### config.mk
export PLATFORM = sky130hd
export DESIGN_NAME = ptr_mem_unit
export DESIGN_NICKNAME = d
export VERILOG_FILES = /design/src/rtl/pmu_pkg.sv /design/src/rtl/pmu_seq.sv /design/src/rtl/pmu_lane.sv /design/src/rtl/ptr_mem_unit.sv
export SDC_FILE = /design/constraint.sdc
export NUM_CORES = 1
export LEC_CHECK = 0
export BUFFER_PORTS_ARGS = -buffer_cell sky130_fd_sc_hd__buf_2
export CORE_UTILIZATION = 30
export CTS_CLUSTER_SIZE = 25
export DETAILED_ROUTE_END_ITERATION = 12
export SLEW_MARGIN = 10
export SYNTH_ARGS = -nofsm -noshare
export SYNTH_HDL_FRONTEND = slang
export SYNTH_HIERARCHICAL = 1
export SYNTH_SLANG_ARGS = --single-unit
export TNS_END_PERCENT = 5
### constraint.sdc
create_clock -name clk -period 4.9 [get_ports clk]
set_clock_uncertainty 0.1 [all_clocks]
set_input_delay 0.49 -clock clk [delete_from_list [all_inputs] [get_ports clk]]
set_output_delay 0.49 -clock clk [all_outputs]
set_load 0.01 [all_outputs]
### src/rtl/pmu_pkg.sv
package pmu_pkg;

  typedef enum logic [2:0] {
    OP_LDB  = 3'd0,
    OP_STB  = 3'd1,
    OP_LDW  = 3'd2,
    OP_STW  = 3'd3,
    OP_POPB = 3'd4,
    OP_STPB = 3'd5,
    OP_POPW = 3'd6,
    OP_NONE = 3'd7
  } pmu_op_e;

  function automatic logic op_valid(pmu_op_e op);
    return op != OP_NONE;
  endfunction

  function automatic logic op_writes(pmu_op_e op);
    return (op == OP_STB) || (op == OP_STW) || (op == OP_STPB);
  endfunction

  function automatic logic op_word(pmu_op_e op);
    return (op == OP_LDW) || (op == OP_STW) || (op == OP_POPW);
  endfunction

  function automatic logic op_pre_dec(pmu_op_e op);
    return (op == OP_POPB) || (op == OP_STPB) || (op == OP_POPW);
  endfunction

  function automatic logic op_high_first(pmu_op_e op);
    return op == OP_POPW;
  endfunction

endpackage

### src/rtl/pmu_seq.sv
module pmu_seq
  import pmu_pkg::*;
#(
  parameter int ADDR_W = 16
) (
  input  logic              clk,
  input  logic              rst_n,
  input  logic              start,
  input  pmu_op_e           op,
  input  logic [ADDR_W-1:0] ptr_in,
  input  logic              mem_ready,
  output logic              busy,
  output logic              mem_req,
  output logic              mem_we,
  output logic [ADDR_W-1:0] mem_addr,
  output logic              beat,
  output pmu_op_e           op_cur,
  output logic              launch,
  output logic              accept,
  output logic              finish,
  output logic [ADDR_W-1:0] ptr_final
);

  localparam logic [ADDR_W-1:0] ONE = ADDR_W'(1);
  localparam logic [ADDR_W-1:0] TWO = ADDR_W'(2);

  function automatic logic [ADDR_W-1:0] move_ptr(logic [ADDR_W-1:0] base,
                                                 logic down,
                                                 logic [ADDR_W-1:0] count);
    return down ? base - count : base + count;
  endfunction

  logic              run_q;
  logic              beat_q;
  logic [ADDR_W-1:0] addr_q;
  logic [ADDR_W-1:0] final_q;
  pmu_op_e           op_q;
  logic              last_beat;

  assign launch    = start && !run_q && op_valid(op);
  assign accept    = run_q && mem_ready;
  assign last_beat = !op_word(op_q) || beat_q;
  assign finish    = accept && last_beat;

  assign busy      = run_q;
  assign mem_req   = run_q;
  assign mem_we    = run_q && op_writes(op_q);
  assign mem_addr  = addr_q;
  assign beat      = beat_q;
  assign op_cur    = op_q;
  assign ptr_final = final_q;

  always_ff @(posedge clk or negedge rst_n) begin
    if (!rst_n) begin
      run_q   <= 1'b0;
      beat_q  <= 1'b0;
      addr_q  <= '0;
      final_q <= '0;
      op_q    <= OP_NONE;
    end else if (launch) begin
      run_q   <= 1'b1;
      beat_q  <= 1'b0;
      op_q    <= op;
      addr_q  <= op_pre_dec(op) ? ptr_in - ONE : ptr_in;
      final_q <= move_ptr(ptr_in, op_pre_dec(op), op_word(op) ? TWO : ONE);
    end else if (accept) begin
      if (last_beat) begin
        run_q <= 1'b0;
      end else begin
        beat_q <= 1'b1;
        addr_q <= move_ptr(addr_q, op_pre_dec(op_q), ONE);
      end
    end
  end

  assert_addr_step_R10: assert property (@(posedge clk) disable iff (!rst_n)
    (accept && !last_beat) |=>
      (mem_addr == ($past(op_pre_dec(op_q)) ? $past(mem_addr) - ONE : $past(mem_addr) + ONE)));

  assert_req_hold_R12: assert property (@(posedge clk) disable iff (!rst_n)
    (mem_req && !mem_ready) |=> (mem_req && $stable(mem_addr) && $stable(mem_we)));

endmodule

### src/rtl/pmu_lane.sv
module pmu_lane
  import pmu_pkg::*;
#(
  parameter int BYTE_W = 8
) (
  input  logic                clk,
  input  logic                rst_n,
  input  logic                launch,
  input  logic [2*BYTE_W-1:0] acc_in,
  input  pmu_op_e             op_cur,
  input  logic                beat,
  input  logic                accept,
  input  logic [BYTE_W-1:0]   mem_rdata,
  output logic [BYTE_W-1:0]   mem_wdata,
  output logic [2*BYTE_W-1:0] xfer_val
);

  localparam int WORD_W = 2 * BYTE_W;

  logic [WORD_W-1:0] acc_q;
  logic [WORD_W-1:0] hold_q;
  logic [WORD_W-1:0] merged;
  logic              lane_hi;

  assign lane_hi   = op_word(op_cur) && (beat ^ op_high_first(op_cur));
  assign mem_wdata = lane_hi ? acc_q[WORD_W-1:BYTE_W] : acc_q[BYTE_W-1:0];

  always_comb begin
    merged = hold_q;
    if (lane_hi) merged[WORD_W-1:BYTE_W] = mem_rdata;
    else         merged[BYTE_W-1:0]      = mem_rdata;
  end

  always_comb begin
    if (op_writes(op_cur))
      xfer_val = op_word(op_cur) ? acc_q : {{BYTE_W{1'b0}}, acc_q[BYTE_W-1:0]};
    else
      xfer_val = merged;
  end

  always_ff @(posedge clk or negedge rst_n) begin
    if (!rst_n) begin
      acc_q  <= '0;
      hold_q <= '0;
    end else if (launch) begin
      acc_q  <= acc_in;
      hold_q <= '0;
    end else if (accept && !op_writes(op_cur)) begin
      hold_q <= merged;
    end
  end

  assert_wdata_hold_R12: assert property (@(posedge clk) disable iff (!rst_n)
    (!launch && !accept) |=> $stable(mem_wdata));

endmodule

### src/rtl/ptr_mem_unit.sv
module ptr_mem_unit
  import pmu_pkg::*;
#(
  parameter int ADDR_W = 16,
  parameter int BYTE_W = 8
) (
  input  logic                clk,
  input  logic                rst_n,
  input  logic                start,
  input  logic [2:0]          op,
  input  logic [ADDR_W-1:0]   ptr_in,
  input  logic [2*BYTE_W-1:0] acc_in,
  output logic                busy,
  output logic                done,
  output logic                mem_req,
  output logic                mem_we,
  output logic [ADDR_W-1:0]   mem_addr,
  output logic [BYTE_W-1:0]   mem_wdata,
  input  logic [BYTE_W-1:0]   mem_rdata,
  input  logic                mem_ready,
  output logic                acc_we,
  output logic [2*BYTE_W-1:0] acc_out,
  output logic [ADDR_W-1:0]   ptr_out,
  output logic                flag_z,
  output logic                flag_n,
  output logic                flag_c
);

  localparam int WORD_W = 2 * BYTE_W;

  pmu_op_e           op_e;
  pmu_op_e           op_cur;
  logic              beat;
  logic              launch;
  logic              accept;
  logic              finish;
  logic [ADDR_W-1:0] ptr_final;
  logic [WORD_W-1:0] xfer_val;

  assign op_e = pmu_op_e'(op);

  pmu_seq #(.ADDR_W(ADDR_W)) u_seq (
    .clk       (clk),
    .rst_n     (rst_n),
    .start     (start),
    .op        (op_e),
    .ptr_in    (ptr_in),
    .mem_ready (mem_ready),
    .busy      (busy),
    .mem_req   (mem_req),
    .mem_we    (mem_we),
    .mem_addr  (mem_addr),
    .beat      (beat),
    .op_cur    (op_cur),
    .launch    (launch),
    .accept    (accept),
    .finish    (finish),
    .ptr_final (ptr_final)
  );

  pmu_lane #(.BYTE_W(BYTE_W)) u_lane (
    .clk       (clk),
    .rst_n     (rst_n),
    .launch    (launch),
    .acc_in    (acc_in),
    .op_cur    (op_cur),
    .beat      (beat),
    .accept    (accept),
    .mem_rdata (mem_rdata),
    .mem_wdata (mem_wdata),
    .xfer_val  (xfer_val)
  );

  always_ff @(posedge clk or negedge rst_n) begin
    if (!rst_n) begin
      done    <= 1'b0;
      acc_we  <= 1'b0;
      acc_out <= '0;
      ptr_out <= '0;
      flag_z  <= 1'b0;
      flag_n  <= 1'b0;
      flag_c  <= 1'b0;
    end else if (finish) begin
      done    <= 1'b1;
      acc_we  <= !op_writes(op_cur);
      ptr_out <= ptr_final;
      flag_z  <= (xfer_val == '0);
      flag_n  <= xfer_val[WORD_W-1];
      flag_c  <= 1'b0;
      if (!op_writes(op_cur)) acc_out <= xfer_val;
    end else begin
      done   <= 1'b0;
      acc_we <= 1'b0;
    end
  end

  assert_done_pulse_R11: assert property (@(posedge clk) disable iff (!rst_n)
    done |=> !done);

  assert_done_not_busy_R11: assert property (@(posedge clk) disable iff (!rst_n)
    done |-> !busy);

  assert_zero_flag_R9: assert property (@(posedge clk) disable iff (!rst_n)
    (done && acc_we) |-> (flag_z == (acc_out == '0)));

  assert_bad_code_R13: assert property (@(posedge clk) disable iff (!rst_n)
    (start && !busy && op == 3'd7) |=> !busy);

endmodule

After elaboration in Yosys (flattened, before gate mapping)
Index checks and enable logic that the tools add are counted.

word-level totals
  bits in writable memories = 0
  register bits after elaboration = 105
  memory bits (read-only) = 0
  memories kept = 0
  latch bits = 0
  word-level logic and storage cells = 83

operators by class
  order comparisons = 0
  divide/modulo/power cells = 0
  reductions and logical operators = 28
  equality and inequality tests = 13
  multipliers = 0
  mux-type cells = 22
  bitwise operators = 2
  add/subtract/negate cells = 5
  shifts and indexed selects = 0

operator list
  operator                                              count
  two-way mux 16 bit                                    10
  subtractor 16 x 1 -> 16 bit (second input constant)   2
  two-way mux 8 bit                                     3
  equality test 3 bit (second input constant)           6
  adder 16 x 1 -> 16 bit (second input constant)        1
  adder 16 bit                                          1
  zero test 16 bit                                      1
  subtractor 16 bit                                     1
  equality test 3 x 2 -> 1 bit (second input constant)  4
  logical OR 1 bit                                      11
  two-way mux 1 bit                                     8
  logical AND 1 bit                                     7
  AND reduction 2 bit                                   3
  nonzero test 2 bit                                    3
  equality test 3 x 1 -> 1 bit (second input constant)  1
  zero test 1 bit                                       3
  inequality test 3 bit (second input constant)         1
  two-way mux 2 bit                                     1
  inequality test 2 bit (second input constant)         1
  NOT 1 bit                                             1
  XOR 1 bit                                             1

Logic depth before layout (Yosys ltp)
  depth in word-level cells = 8
  depth in mapped cells = 11
  gate-level depth less buffers = 11

Modules after synthesis
Netlist, hierarchy kept.

modules (own cells, without submodules)
  module        area each (µm²)  instances  cells each
  pmu_seq       3211.8           1          378
  pmu_lane      1971.9           1          201
  ptr_mem_unit  1433.9           1          85

Least setup slack after synthesis
OpenSTA, ideal clock, no wires.

  kind = reg2reg
  from = register u_seq.op_q[2] (netlist: u_seq/op_cur[2])
  to = register u_seq.addr_q[14] (netlist: u_seq/mem_addr[14])
  required time = 4.713 ns
  cell stages (with the launch flop) = 10
  buffers on the path = 0
  arrival time = 3.289 ns
  library setup time = 0.087 ns
  path slack = 1.424 ns
  path through = dfstp_2 -> a21boi_1 -> ha_1 -> nor2b_1 -> o31a_1 -> o21ai_0 -> o21ai_0 -> a211oi_1 -> nand4_1 -> o211ai_1

between the ends
  cells in the longest elaborated chain, start to end = 7
  elaborated cells between the ends (all ways) = 17
  classes of those cells = eq/ne: 6; mux: 4; reduce/logical: 7

ends and longest elaborated chain
  item                                                                        RTL line                      RTL
  start, declared                                                             pmu_seq.sv:37                 pmu_op_e op_q;
  start signal, assigned                                                      pmu_seq.sv:63                 op_q <= op;
  equality test 3 bit / equality test 3 x 2 -> 1 bit (equally long branches)  pmu_pkg.sv:27, pmu_pkg.sv:23
  logical OR 1 bit, on equally long branches (2 in a row)                     pmu_pkg.sv:27, pmu_pkg.sv:23
  two-way mux 16 bit / zero test 1 bit (equally long branches)                pmu_seq.sv:30, pmu_seq.sv:42
  two-way mux 16 bit / logical OR 1 bit (equally long branches)               pmu_seq.sv:67, pmu_seq.sv:42
  two-way mux 16 bit / inequality test 2 bit (equally long branches)          -
  two-way mux 16 bit / AND reduction 2 bit (equally long branches)            -
  end signal, assigned                                                        pmu_seq.sv:64                 addr_q <= op_pre_dec(op) ? ptr_in - ONE : ptr_in;
  end signal, assigned                                                        pmu_seq.sv:71                 addr_q <= move_ptr(addr_q, op_pre_dec(op_q), ONE);
  end, declared                                                               pmu_seq.sv:35                 logic [ADDR_W-1:0] addr_q;

Parallel ways exist; a longest one is shown, timed or not. The select of a mux whose other input is x is not followed.
A chain may end at the register's enable or synchronous reset.

Final worst setup path
  from = register u_seq.op_q[2] (netlist: u_seq/op_cur[2])
  to = register u_seq.addr_q[12] (netlist: u_seq/mem_addr[12])

Same word-level chain as after synthesis.

==> flow_summary_export.csv <==
group,metric,value,unit
run_status,status,"completed",
yosys,yosys_warnings,6,
global_route,grt_pass1_vias,5152,
yosys,synthArstFlopShare,100.0,%
placed_design,port_buffers,109,
critical_path,critical-path-top-delay-family,"compound AO/OA/AOI/OAI gates",
sta,worst_pin_slew,0.9927,ns
sta,period_needed,3.297,ns
global_route,antenna_found_initial,1,
yosys,dominantRegCellSynth,"dfrtp_1",
floorplan,core-area,21350,µm²
yosys,synth.ff_latch_count,105,
routing,met1Wirelength,7994,µm
routing,wl_met3,975,µm
critical_path,arrival,3.47,ns
sta,finalSetupViolations,0,
placed_design,dp_hpwl,12570,µm
routing,wire_per_inst,16.73,µm
worst_hold_path,hold_class,"input pin to asynchronous set/reset pin",
sta,period_share,67.28,%
critical_path,path_max_fanout,22,
cts,cts_resized,0,
sta,timing.setup.tns,0,ns
yosys,synthTopCellsByArea,"dfrtp_1, mux2_2, ha_1, o21ai_0, nand2_1",
floorplan,die_x,150.5,µm
sta,hold_violations,0,
cts,htree_num_levels,3,
flow_run,drv_cap,0,
routing,drc,0,
cts,cts_buffer_depth,2,
yosys,synth_edf_count,0,
sta,rsz0062_at_grt,"no",
final_layout,n_fill_cell,2179,
yosys,avgSynthCellArea,9.966,µm²
global_route,grt_usage,15.96,%
cts,clk_latency,0.36,ns
global_route,overflow,0,
routing,first_pass_iters,5,
cts,cts_root_buf,"clkbuf_16",
floorplan,io_pins,111,
critical_path,cpMaxStageDelayCell,"dfstp_2",
global_route,grt_pass1_wl,27690,µm
critical_path,worstSetupEndpointType,"flop",
yosys,synth_nets,745,
final_layout,regArea,2631,µm²
cts,post_cts.repair.setup_buffers,0,
final_layout,nNetsFinal,837,
pwr,p_per_area,643.7,nW/µm²
critical_path,worstSetupPathType,"flop to flop",
floorplan,core.rowCount,53,
sta,slew_violations,0,
final_layout,area_delta_synth_final,15.83,%
routing,dr.max_layer_used,"met4",
floorplan,start_util,30.99,%
cts,cts_num_sinks,105,
yosys,yosys.area.top_type,"dfrtp_1",
routing,vias,5344,
floorplan,die-area,22660,µm²
routing,drt-total-wl,17340,µm
global_route,grt_max_degree,75,
pwr,power_leakage,3.459,nW
yosys,syn_area,6618,µm²
cts,numCtsBuffers,9,
routing,drt_iter0_markers,293,
critical_path,cp-start-kind,"flop",
cts,cts_hold_buf,0,
critical_path,r2r_cells,11,
routing,drtAntennaViolNets,0,
yosys,synth_cells,664,
floorplan,die_h,150.5,µm
critical_path,cp.depth,11,
cts,tritoncts,"done",
critical_path,reg2reg_slack,1.60,ns
sta,relSlewSlack,33.82,%
pwr,ir_worst_vdd,0.3429,mV
yosys,synth_cell_types,71,
critical_path,r2r_start,"u_seq/op_cur[2]",
critical_path,worstReg2RegEnd,"u_seq/mem_addr[12]",
yosys,synth_top_area_share,38.57,%
critical_path,worst-path-buf-inv,2,
routing,met2WireLength,8087,µm
final_layout,drive_gt1_share,27.73,%
yosys,yosysSeqAreaShare,39.76,%
final_layout,finish.utilization,35.90,%
routing,viasPerCell,5.153,
sta,clock.fmax,0.3033,GHz
cts,clk_pin_slew_worst_paths,0.08,ns
critical_path,crit_path_frequent_cell,"o21ai_0",
placed_design,place.gp.congestion,0.9039,
critical_path,path_cells,"a21boi_2, buf_4, inv_1, fa_1, nor2b_1, o31a_1, o21ai_0, o21ai_0, nand2_1, mux2i_1, a211oi_1",
final_layout,multi_input_area,3732,µm²
critical_path,slowest_delay,0.70,ns
critical_path,cp.required,5.07,ns
==> registers in the layout, indices dropped and copies added (netlist names) <==
signal / flops
acc_out: 16
ptr_out: 16
u_lane/acc_q: 16
u_lane/hold_q: 16
u_seq/mem_addr: 16
u_seq/ptr_final: 16
u_seq/op_cur: 3
acc_we: 1
done: 1
flag_n: 1
flag_z: 1
u_seq/beat: 1
u_seq/busy: 1
==> area by class of cell <==
class | instances | share of cell area (%)
clock buffers | 9 | 2.938
repair buffers | 114 | 7.640
inverters | 15 | 0.7346
well taps | 275 | 4.489
clock inverters | 7 | 1.143
flip-flops and latches | 105 | 34.33
diodes | 1 | 0.03265
multi-input cells | 511 | 48.69
==> synth_stat cells (12+ instances only) <==
cell type	count
nand3_1	22
nand4_1	12
dfrtp_1	102
nand2_1	59
xor2_1	19
nor2_1	36
xnor2_1	18
nand2b_1	24
a21oi_1	32
o211ai_1	12
clkbuf_1	17
o21ai_0	51
ha_1	32
mux2_2	49
inv_1	15
==> worst register-to-register path, stage by stage, from the launching register on <==
cell,delay (ns)
dfstp_2,0.70
a21boi_2,0.21
buf_4,0.29
inv_1,0.10
fa_1,0.40
nor2b_1,0.16
o31a_1,0.18
o21ai_0,0.16
o21ai_0,0.44
nand2_1,0.13
mux2i_1,0.15
a211oi_1,0.19
==> cells in the final DEF (no fill, tap or decap), types with 9 or more instances in the layout <==
cell and n:
a211oi_1 9, a21oi_1 32, a31oi_1 11, buf_2 108, clkbuf_16 9, dfrtp_1 102, ha_1 32, inv_1 14
mux2_2 49, mux2_4 9, mux2i_1 11, nand2_1 59, nand2b_1 24, nand3_1 22, nand4_1 12, nor2_1 36
o211ai_1 12, o21ai_0 51, xnor2_1 18, xor2_1 19
==> worst max path at each step <==
| stage | slack, ns | startpoint | endpoint |
|---|---|---|---|
| floorplan | 1.42 | u_seq/op_cur[2] | u_seq/mem_addr[14] |
| global placement | 1.25 | op[2] | u_seq/ptr_final[14] |
| detailed placement | 1.21 | op[2] | u_seq/ptr_final[14] |
| CTS | 1.61 | op[2] | u_seq/ptr_final[14] |
| global route | 1.27 | op[2] | u_seq/ptr_final[14] |
| finish | 1.60 | u_seq/op_cur[2] | u_seq/mem_addr[12] |
==> cell families (layout without fill, tap and decap cells) <==
kind of cell / count (synthesis) / count (layout) / share of synthesized area (%)
flip-flops: 105 / 105 / 39.76
AO/OA/AOI/OAI: 167 / 167 / 16.36
other: 1 / 2 / 0.05667
multiplexers: 69 / 69 / 12.04
AND/OR/NAND/NOR: 203 / 203 / 16.30
buffers and inverters: 48 / 145 / 3.933
adder cells (fa/ha/maj): 34 / 34 / 6.655
XOR/XNOR: 37 / 37 / 4.897
==> per-layer routing <==
| layer | vias up | GRT usage (%) |
|---|---|---|
| met3 | 20 | 3.485 |
| met5 | - | 0 |
| met2 | 164 | 25.85 |
| met1 | 2554 | 21.26 |
| li1 | 2606 | - |
| met4 | 0 | 4.495 |
==> through the flow <==
step	power, W	setup slack [ns]	area (µm²)	hold WS, ns	cells
global route	0.005333	1.268	7662	0.2427	1036
finish	0.004934	1.603	7665	0.1836	1037
global placement	0.004160	1.247	7350	0.3653	1020
floorplan	0.003443	1.424	6618	0.09441	664
CTS	0.004980	1.611	7662	0.2308	1036
detailed placement	0.004186	1.211	7350	0.3713	1020
==> report_power, final <==
group	internal, W	switching (W)	total (W)
Combinational	0.00117	0.00140	0.00257
Sequential	0.00127	0.000322	0.00159
Clock	0.000408	0.000365	0.000773
Total	0.00285	0.00209	0.00493
Power figures use the tool's default switching activity.
